**config.mk**
```make
export PLATFORM = sky130hd
export DESIGN_NAME = rei_err_counter
export DESIGN_NICKNAME = d
export VERILOG_FILES = /design/src/rtl/rei_pkg.sv /design/src/rtl/rei_rst_sync.sv /design/src/rtl/rei_range_filter.sv /design/src/rtl/rei_accum.sv /design/src/rtl/rei_snapshot.sv /design/src/rtl/rei_err_counter.sv
export SDC_FILE = /design/constraint.sdc
export NUM_CORES = 1
export LEC_CHECK = 0
export BUFFER_PORTS_ARGS = -buffer_cell sky130_fd_sc_hd__buf_2
export CORE_MARGIN = 4
export CORE_UTILIZATION = 60
export CTS_CLUSTER_DIAMETER = 60
export DETAILED_ROUTE_END_ITERATION = 8
export PLACE_DENSITY_LB_ADDON = 0.3
export RECOVER_POWER = 100
export SETUP_SLACK_MARGIN = 0.5
export SYNTH_ARGS = -nofsm -noshare
export SYNTH_HDL_FRONTEND = slang
export SYNTH_SLANG_ARGS = --single-unit
```
**constraint.sdc**
```tcl
create_clock -name clk -period 1.5 [get_ports clk]
set_input_delay 0.075 -clock clk [delete_from_list [all_inputs] [get_ports clk]]
set_output_delay 0.075 -clock clk [all_outputs]
set_load 0.005 [all_outputs]
```
**src/rtl/rei_pkg.sv**
```systemverilog
package rei_pkg;
  typedef enum logic [1:0] {
    RATE_QUAD_STM1 = 2'b00,
    RATE_STM4      = 2'b01,
    RATE_STM16     = 2'b10,
    RATE_STM16_ALT = 2'b11
  } rate_t;
endpackage

```
**src/rtl/rei_rst_sync.sv**
```systemverilog
module rei_rst_sync #(
  parameter int STAGES = 2
) (
  input  logic clk,
  input  logic rst_n,
  output logic rst_sync_n
);
  logic [STAGES-1:0] sync_q;

  always_ff @(posedge clk or negedge rst_n) begin
    if (!rst_n) sync_q <= '0;
    else        sync_q <= {sync_q[STAGES-2:0], 1'b1};
  end

  assign rst_sync_n = sync_q[STAGES-1];
endmodule

```
**src/rtl/rei_range_filter.sv**
```systemverilog
module rei_range_filter
  import rei_pkg::*;
#(
  parameter int          BYTE_W   = 8,
  parameter logic [BYTE_W-1:0] LIM_STM1 = 8'h18,
  parameter logic [BYTE_W-1:0] LIM_STM4 = 8'h60
) (
  input  rate_t             rate,
  input  logic [BYTE_W-1:0] rei_in,
  output logic [BYTE_W-1:0] accepted
);
  logic over_limit;

  always_comb begin
    unique case (rate)
      RATE_QUAD_STM1: over_limit = (rei_in > LIM_STM1);
      RATE_STM4:      over_limit = (rei_in > LIM_STM4);
      default:        over_limit = 1'b0;
    endcase
    accepted = over_limit ? '0 : rei_in;
  end

  // an accepted value never exceeds the limit of its rate
  always_comb begin
    if (rate == RATE_QUAD_STM1) a_r3_stm1_limit: assert (accepted <= LIM_STM1);
    if (rate == RATE_STM4)      a_r4_stm4_limit: assert (accepted <= LIM_STM4);
  end
endmodule

```
**src/rtl/rei_accum.sv**
```systemverilog
module rei_accum #(
  parameter int ACC_W  = 16,
  parameter int BYTE_W = 8
) (
  input  logic              clk,
  input  logic              rst_n,
  input  logic              sample,
  input  logic              count_en,
  input  logic              latch,
  input  logic [BYTE_W-1:0] add_val,
  output logic [ACC_W-1:0]  acc
);
  localparam int SUM_W = ACC_W + 1;
  localparam logic [ACC_W-1:0] ACC_MAX = '1;

  logic [ACC_W-1:0] acc_q, acc_d;
  logic [SUM_W-1:0] sum;
  logic             take, acc_ce;

  always_comb begin
    take   = sample && count_en;
    acc_ce = take || latch;
    sum    = SUM_W'(acc_q) + SUM_W'(add_val);
    acc_d  = acc_q;
    if (latch)             acc_d = take ? ACC_W'(add_val) : '0;
    else if (take) begin
      if (sum[ACC_W])      acc_d = ACC_MAX;
      else                 acc_d = sum[ACC_W-1:0];
    end
  end

  always_ff @(posedge clk or negedge rst_n) begin
    if (!rst_n)      acc_q <= '0;
    else if (acc_ce) acc_q <= acc_d;
  end

  assign acc = acc_q;

  // without a latch the accumulator never decreases
  a_r7_no_wrap: assert property (@(posedge clk) disable iff (!rst_n)
    !latch |=> acc_q >= $past(acc_q));
  // disabled and not latched means the count holds
  a_r2_hold_disabled: assert property (@(posedge clk) disable iff (!rst_n)
    (!count_en && !latch) |=> $stable(acc_q));
  // a latch with no sample leaves the accumulator empty
  a_r8_clear_on_latch: assert property (@(posedge clk) disable iff (!rst_n)
    (latch && !sample) |=> acc_q == '0);
endmodule

```
**src/rtl/rei_snapshot.sv**
```systemverilog
module rei_snapshot #(
  parameter int ACC_W = 16
) (
  input  logic             clk,
  input  logic             rst_n,
  input  logic             latch,
  input  logic [ACC_W-1:0] acc_in,
  output logic [ACC_W-1:0] hold
);
  logic [ACC_W-1:0] hold_q, hold_d;

  always_comb hold_d = latch ? acc_in : hold_q;

  always_ff @(posedge clk or negedge rst_n) begin
    if (!rst_n)     hold_q <= '0;
    else if (latch) hold_q <= hold_d;
  end

  assign hold = hold_q;

  // the holding register captures the pre-latch accumulator
  a_r8_snapshot: assert property (@(posedge clk) disable iff (!rst_n)
    latch |=> hold_q == $past(acc_in));
  // no latch, no change of the output
  a_r9_hold_stable: assert property (@(posedge clk) disable iff (!rst_n)
    !latch |=> $stable(hold_q));
endmodule

```
**src/rtl/rei_err_counter.sv**
```systemverilog
module rei_err_counter
  import rei_pkg::*;
#(
  parameter int ACC_W  = 16,
  parameter int BYTE_W = 8,
  parameter logic [BYTE_W-1:0] LIM_STM1 = 8'h18,
  parameter logic [BYTE_W-1:0] LIM_STM4 = 8'h60
) (
  input  logic              clk,
  input  logic              rst_n,
  input  logic              frame_strobe,
  input  logic              rei_valid,
  input  logic [BYTE_W-1:0] rei_byte,
  input  logic [1:0]        rate_mode,
  input  logic              count_en,
  input  logic              latch_req,
  output logic [ACC_W-1:0]  count_out
);
  logic              rst_sync_n;
  logic              sample;
  logic [BYTE_W-1:0] accepted;
  logic [ACC_W-1:0]  acc;
  rate_t             rate;

  assign sample = frame_strobe && rei_valid;
  assign rate   = rate_t'(rate_mode);

  rei_rst_sync #(.STAGES(2)) u_rst (
    .clk(clk), .rst_n(rst_n), .rst_sync_n(rst_sync_n)
  );

  rei_range_filter #(.BYTE_W(BYTE_W), .LIM_STM1(LIM_STM1), .LIM_STM4(LIM_STM4)) u_filt (
    .rate(rate), .rei_in(rei_byte), .accepted(accepted)
  );

  rei_accum #(.ACC_W(ACC_W), .BYTE_W(BYTE_W)) u_acc (
    .clk(clk), .rst_n(rst_sync_n), .sample(sample), .count_en(count_en),
    .latch(latch_req), .add_val(accepted), .acc(acc)
  );

  rei_snapshot #(.ACC_W(ACC_W)) u_snap (
    .clk(clk), .rst_n(rst_sync_n), .latch(latch_req), .acc_in(acc), .hold(count_out)
  );
endmodule

```
==> results of run 1 <==
[stage by stage]
| stage | setup slack (ps) | utilization (%) | setup TNS (ps) | hold WS [ps] | instances |
|---|---|---|---|---|---|
| 2_1_floorplan | -824 | - | -12330 | -221 | 189 |
| 3_3_place_gp | -1130 | 83.2 | -17100 | -139 | 302 |
| 3_5_place_dp | -1220 | 83.2 | -18480 | -133 | 302 |
| 4_1_cts | -708 | 94.5 | -10500 | 37.1 | 323 |
[cells by family after synthesis]
logic type | count (synthesis) | share of synthesized area, %
compound gates | 58 | 23.3
simple gates | 47 | 12.9
flops | 34 | 42.4
buf+inv | 20 | 4.49
mux | 16 | 8.98
fa+ha+maj | 9 | 5.99
xor+xnor | 4 | 1.75
other cells | 1 | 0.187
[what timing repair did]
item | CTS
hold buffers | 1
gates resized for setup | 30
setup buffers | 11
cloned | 1
setup endpoints to repair | 16
pin swaps | 21
hold endpoints to repair | 2
[cells in the mapped netlist (all sizes together), types with 2 or more instances]
| cell type | n | area share, % |
|---|---|---|
| and3 | 4 | 1.2 |
| and4 | 2 | 0.87 |
| nor2 | 18 | 3.5 |
| ha | 8 | 5.0 |
| and2 | 2 | 0.69 |
| nor3 | 2 | 0.50 |
| xor2 | 2 | 0.87 |
| buf | 5 | 1.7 |
| or2 | 3 | 1.1 |
| xnor2 | 2 | 0.87 |
| a21oi | 5 | 1.8 |
| inv | 9 | 1.7 |
| nor2b | 2 | 0.62 |
| a41oi | 2 | 1.2 |
| a211oi | 14 | 5.2 |
| nand2 | 5 | 1.3 |
| dfrtp | 34 | 42 |
| mux2 | 16 | 9.0 |
| o32ai | 7 | 3.1 |
| a311oi | 2 | 1.2 |
| nand3b | 2 | 0.75 |
| a21o | 4 | 1.6 |
| o211ai | 2 | 0.75 |
| nand3 | 2 | 0.50 |
| clkbuf | 6 | 1.1 |
| o21ai | 2 | 0.50 |
| a31oi | 7 | 2.2 |
==> results.md, run 1 <==
* Outcome: aborted with a tool error
* Halt Stage: 5_1_grt
* Stop err: [ERROR DPL-0038] Utilization greater than 100%, impossible to legalize
* Initial Util at 64.2%
* Main synth FF type: dfrtp_1
* Mean Syn Cell Area at 10.6 sq um
* Die Span Y at 65.8 um
* Mapped Nets at 214
* Ys async rst share at 100%
* DP HPWL at 4.04 mm
* Synth cell types at 59
* Total CTS buffers at 5
* Syn. warnings at 0
* Root Buffer: clkbuf_4
* Routability Congestion at 0.955
* Yosys reg bits at 34
* Worst endpoint type: register input
* Post-synth EDFFs at 0
* Seq/Total Area, Yosys at 42.4%
* I/O Buffers at 31
* Post-DP Area at 2600 sq um
* H-tree Lvls at 2
* Clock buffer depth at 2
* Pin count of the biggest net entering global routing at 33
* Cell Area, Synth at 2010 sq um
* IO Count at 32
* Die width at 65.8 um
* GRT worst endpoint: u_acc.acc[10]$_DFFE_PN0P_/D
* Mapped Cells at 189
* Rows at 20
* Sink Count at 34
==> inputs of run 2 (changes only) <==
--- a/config.mk
+++ b/config.mk
@@ -7,12 +7,10 @@
 export LEC_CHECK = 0
 export BUFFER_PORTS_ARGS = -buffer_cell sky130_fd_sc_hd__buf_2
 export CORE_MARGIN = 4
-export CORE_UTILIZATION = 60
-export CTS_CLUSTER_DIAMETER = 60
+export CORE_UTILIZATION = 40
 export DETAILED_ROUTE_END_ITERATION = 8
-export PLACE_DENSITY_LB_ADDON = 0.3
+export PLACE_DENSITY_LB_ADDON = 0.15
 export RECOVER_POWER = 100
-export SETUP_SLACK_MARGIN = 0.5
 export SYNTH_ARGS = -nofsm -noshare
 export SYNTH_HDL_FRONTEND = slang
 export SYNTH_SLANG_ARGS = --single-unit
==> run 2 against run 1 <==
Net effect: the flow now finishes, with violations (setup timing); synthesized area unchanged; synthesized cell count unchanged.
==> results.md, run 2 <==
* IO Count at 32
* Hold Crit Class: input pin to async pin
* Clock power frac at 39.3%
* Routed len/inst at 16.7 um
* Die ar. at 6210 sq um
* Most common cell after layout, fill and taps aside: buf_4
* Antenna-violating nets left at 0
* Pins Over Slew Limit at 0
* CP max stage cell: ha_4
* Outcome: finished, violations left
* Yosys top cell by area: dfrtp_1
* Pwr Total at 2.57 mW
* Mean Syn Cell Area at 10.6 sq um
* Post-DP Area at 2690 sq um
* Layout Skew at 9.71 ps
* Pin count of the biggest net entering global routing at 33
* Crit path max-delay family: compound AO/OA/AOI/OAI gates
* CTS tree: yes
* Most frequent cell after synthesis: dfrtp_1
* Routability Congestion at 0.927
* Mapped Cells at 189
* Final setup fails at 16
* Vias in the first global route at 2043
* Syn. warnings at 0
* Post-synth top cells: dfrtp_1 (34), nor2_1 (17), mux2_2 (16)
* Layout cells sized above 1 at 54.4%
* Total CTS buffers at 5
* Fin util at 65.3%
* GRT Total Usage at 19.1%
* Vias per std cell at 5.48
* Sw power at 0.656 mW
* Achievable frequency at 441 MHz
* Worst Path Buf+Inv at 5
* Failing checks: setup timing
* Drt pass-1 iters at 4
* Skew-Pair Late Insertion Delay at 280 ps
* Die Span Y at 78.8 um
* Ys async rst share at 100%
* Fin crit period at 2270 ps
* Post-synth EDFFs at 0
* Crit path cell chain: buf_6, nand3b_1, a32o_2, a31oi_4, buf_4, buf_6, nor2_4, ha_4, a211oi_2, or2_4, buf_12, a21oi_4, buf_6, a41oi_2, a311oi_2
* GRT overflow at 0
* Initial antenna violation count at 0
* Period utilization at 151%
* Mapped Nets at 214
* Synth cell types at 59
* Design Area, Final at 3120 sq um
* Multi-input logic area at 1330 sq um
* Post-layout worst setup margin at -768 ps
* Dominant cells by area after synthesis: dfrtp_1 (42%), mux2_2 (9.0%), a211oi_1 (5.2%), ha_1 (5.0%), nor2_1 (3.2%)
* Diodes inserted at 0
* Clock-pin slew on the worst setup and hold paths at 80 ps
* Sw Ratio at 25.5%
* Worst setup path class: input pin to flop
* Final Hold Fails at 0
* Cell Area, Synth at 2010 sq um
* Power Density at 824 nW/um^2
* H-tree Lvls at 2
* I/O Buffers at 31
* Worst path max stage delay at 270 ps
* Fillers at 370
* Yosys reg bits at 34
* Max VDD drop at 0.000671 V
* Cell Int Power at 1.92 mW
* Rows at 25
* Initial DRC Count at 98
* DP HPWL at 4.04 mm
* Final wirelength at 5.85 mm
* Worst hold slack at 138 ps
* Most frequent cells in the layout: buf_4 (41), dfrtp_1 (34), buf_2 (23)
* Die width at 78.8 um
* Most used cell, CP: buf_6
* Normalized max-slew margin at 47.6%
* RSZ-0062 raised after global routing: yes
* DRC at 0
* Combinational share of power at 22.7%
* Leakage at 1.46 nW
* Clock buffer depth at 2
* Worst setup EP type: flop
* CP arrival at 2470 ps
* Critical path fanouts, max at 8
* Fin nets at 307
* Main synth FF type: dfrtp_1
* Yosys top cell area share at 42.4%
* Sink Count at 34
* Max Cap Viol at 0
* Root Buffer: clkbuf_8
* Placeable Area at 4790 sq um
* Reg power frac at 38.0%
* Worst path required time at 1700 ps
* Critical Path Start Type: input pin
* Sequential cell area at 851 sq um
* Synth-to-layout area growth at 55.6%
* Initial Util at 41.9%
* Routed vias at 1917
* First-pass GRT wire length at 9.34 mm
* Actual slew at the worst max-slew pin at 786 ps
* Seq/Total Area, Yosys at 42.4%
run 2: cell counts after synthesis:
Identical to the previous run, type by type.
run 2: worst paths after layout:
check	startpoint	to	slack (ps)	cells after the start
min in group clk	rei_byte[1]	u_acc.acc[1]	180	4
max in group asynchronous	u_rst.sync_q[1]	u_snap.hold[1]	590	1
worst max-delay path	rate_mode[0]	u_acc.acc[10]	-770	15
worst min-delay path	rst_n	u_rst.sync_q[1]	140	2
worst min register to register	u_rst.sync_q[0]	u_rst.sync_q[1]	360	0
worst max register to register	u_acc.acc[0]	u_acc.acc[6]	-600	8
run 2: logic make-up (layout without fill, tap and decap cells):
logic type / count (synthesis) / in the layout / synth area share, %
fa+ha+maj: 9 / 9 / 5.99
mux: 16 / 16 / 8.98
xor+xnor: 4 / 4 / 1.75
flops: 34 / 34 / 42.4
simple gates: 47 / 47 / 12.9
compound gates: 58 / 59 / 23.3
buf+inv: 20 / 113 / 4.49
other cells: 1 / 1 / 0.187
run 2: cell type report:
cell class,instances,share of cell area (%)
flip-flops and latches,34,27.2
repair buffers,96,22.1
multi-input cells,136,42.5
clock buffers,5,2.20
inverters,9,1.08
clock inverters,3,2.20
well taps,67,2.68
run 2: stage by stage:
| step | TNS, ps | cells | setup WS [ps] |
|---|---|---|---|
| 2_1_floorplan | -12330 | 189 | -824 |
| 3_5_place_dp | -17210 | 331 | -1120 |
| 3_3_place_gp | -16590 | 331 | -1090 |
| 5_1_grt | -12420 | 350 | -867 |
| 4_1_cts | -10550 | 347 | -717 |
| 6_report | -11080 | 350 | -768 |
run 2: timing repair:
action,in CTS,in global routing
gates cloned,1,0
setup endpoints to repair,16,16
hold endpoints to repair,2,0
setup buffers,6,4
gates resized for setup,26,17
pin swaps,24,19
hold buffers,1,0
run 2: routing by layer:
layer / share of wire, % / GRT usage [%]
met1: 41 / 21.6
met5: 0 / 0
met2: 53 / 34.0
met3: 3.0 / 4.76
met4: 2.3 / 8.25
run 2: power groups by stage:
stage               registers [mW]  logic, mW  clock network [mW]
detailed placement           0.991      0.479                   0
global route                 0.981      0.634                1.09
global placement             0.991      0.469                   0
floorplan                     1.00      0.230                   0
finish                       0.977      0.585                1.01
CTS                          0.977      0.546                1.03
No activity file was read; power rests on OpenSTA's default activity.
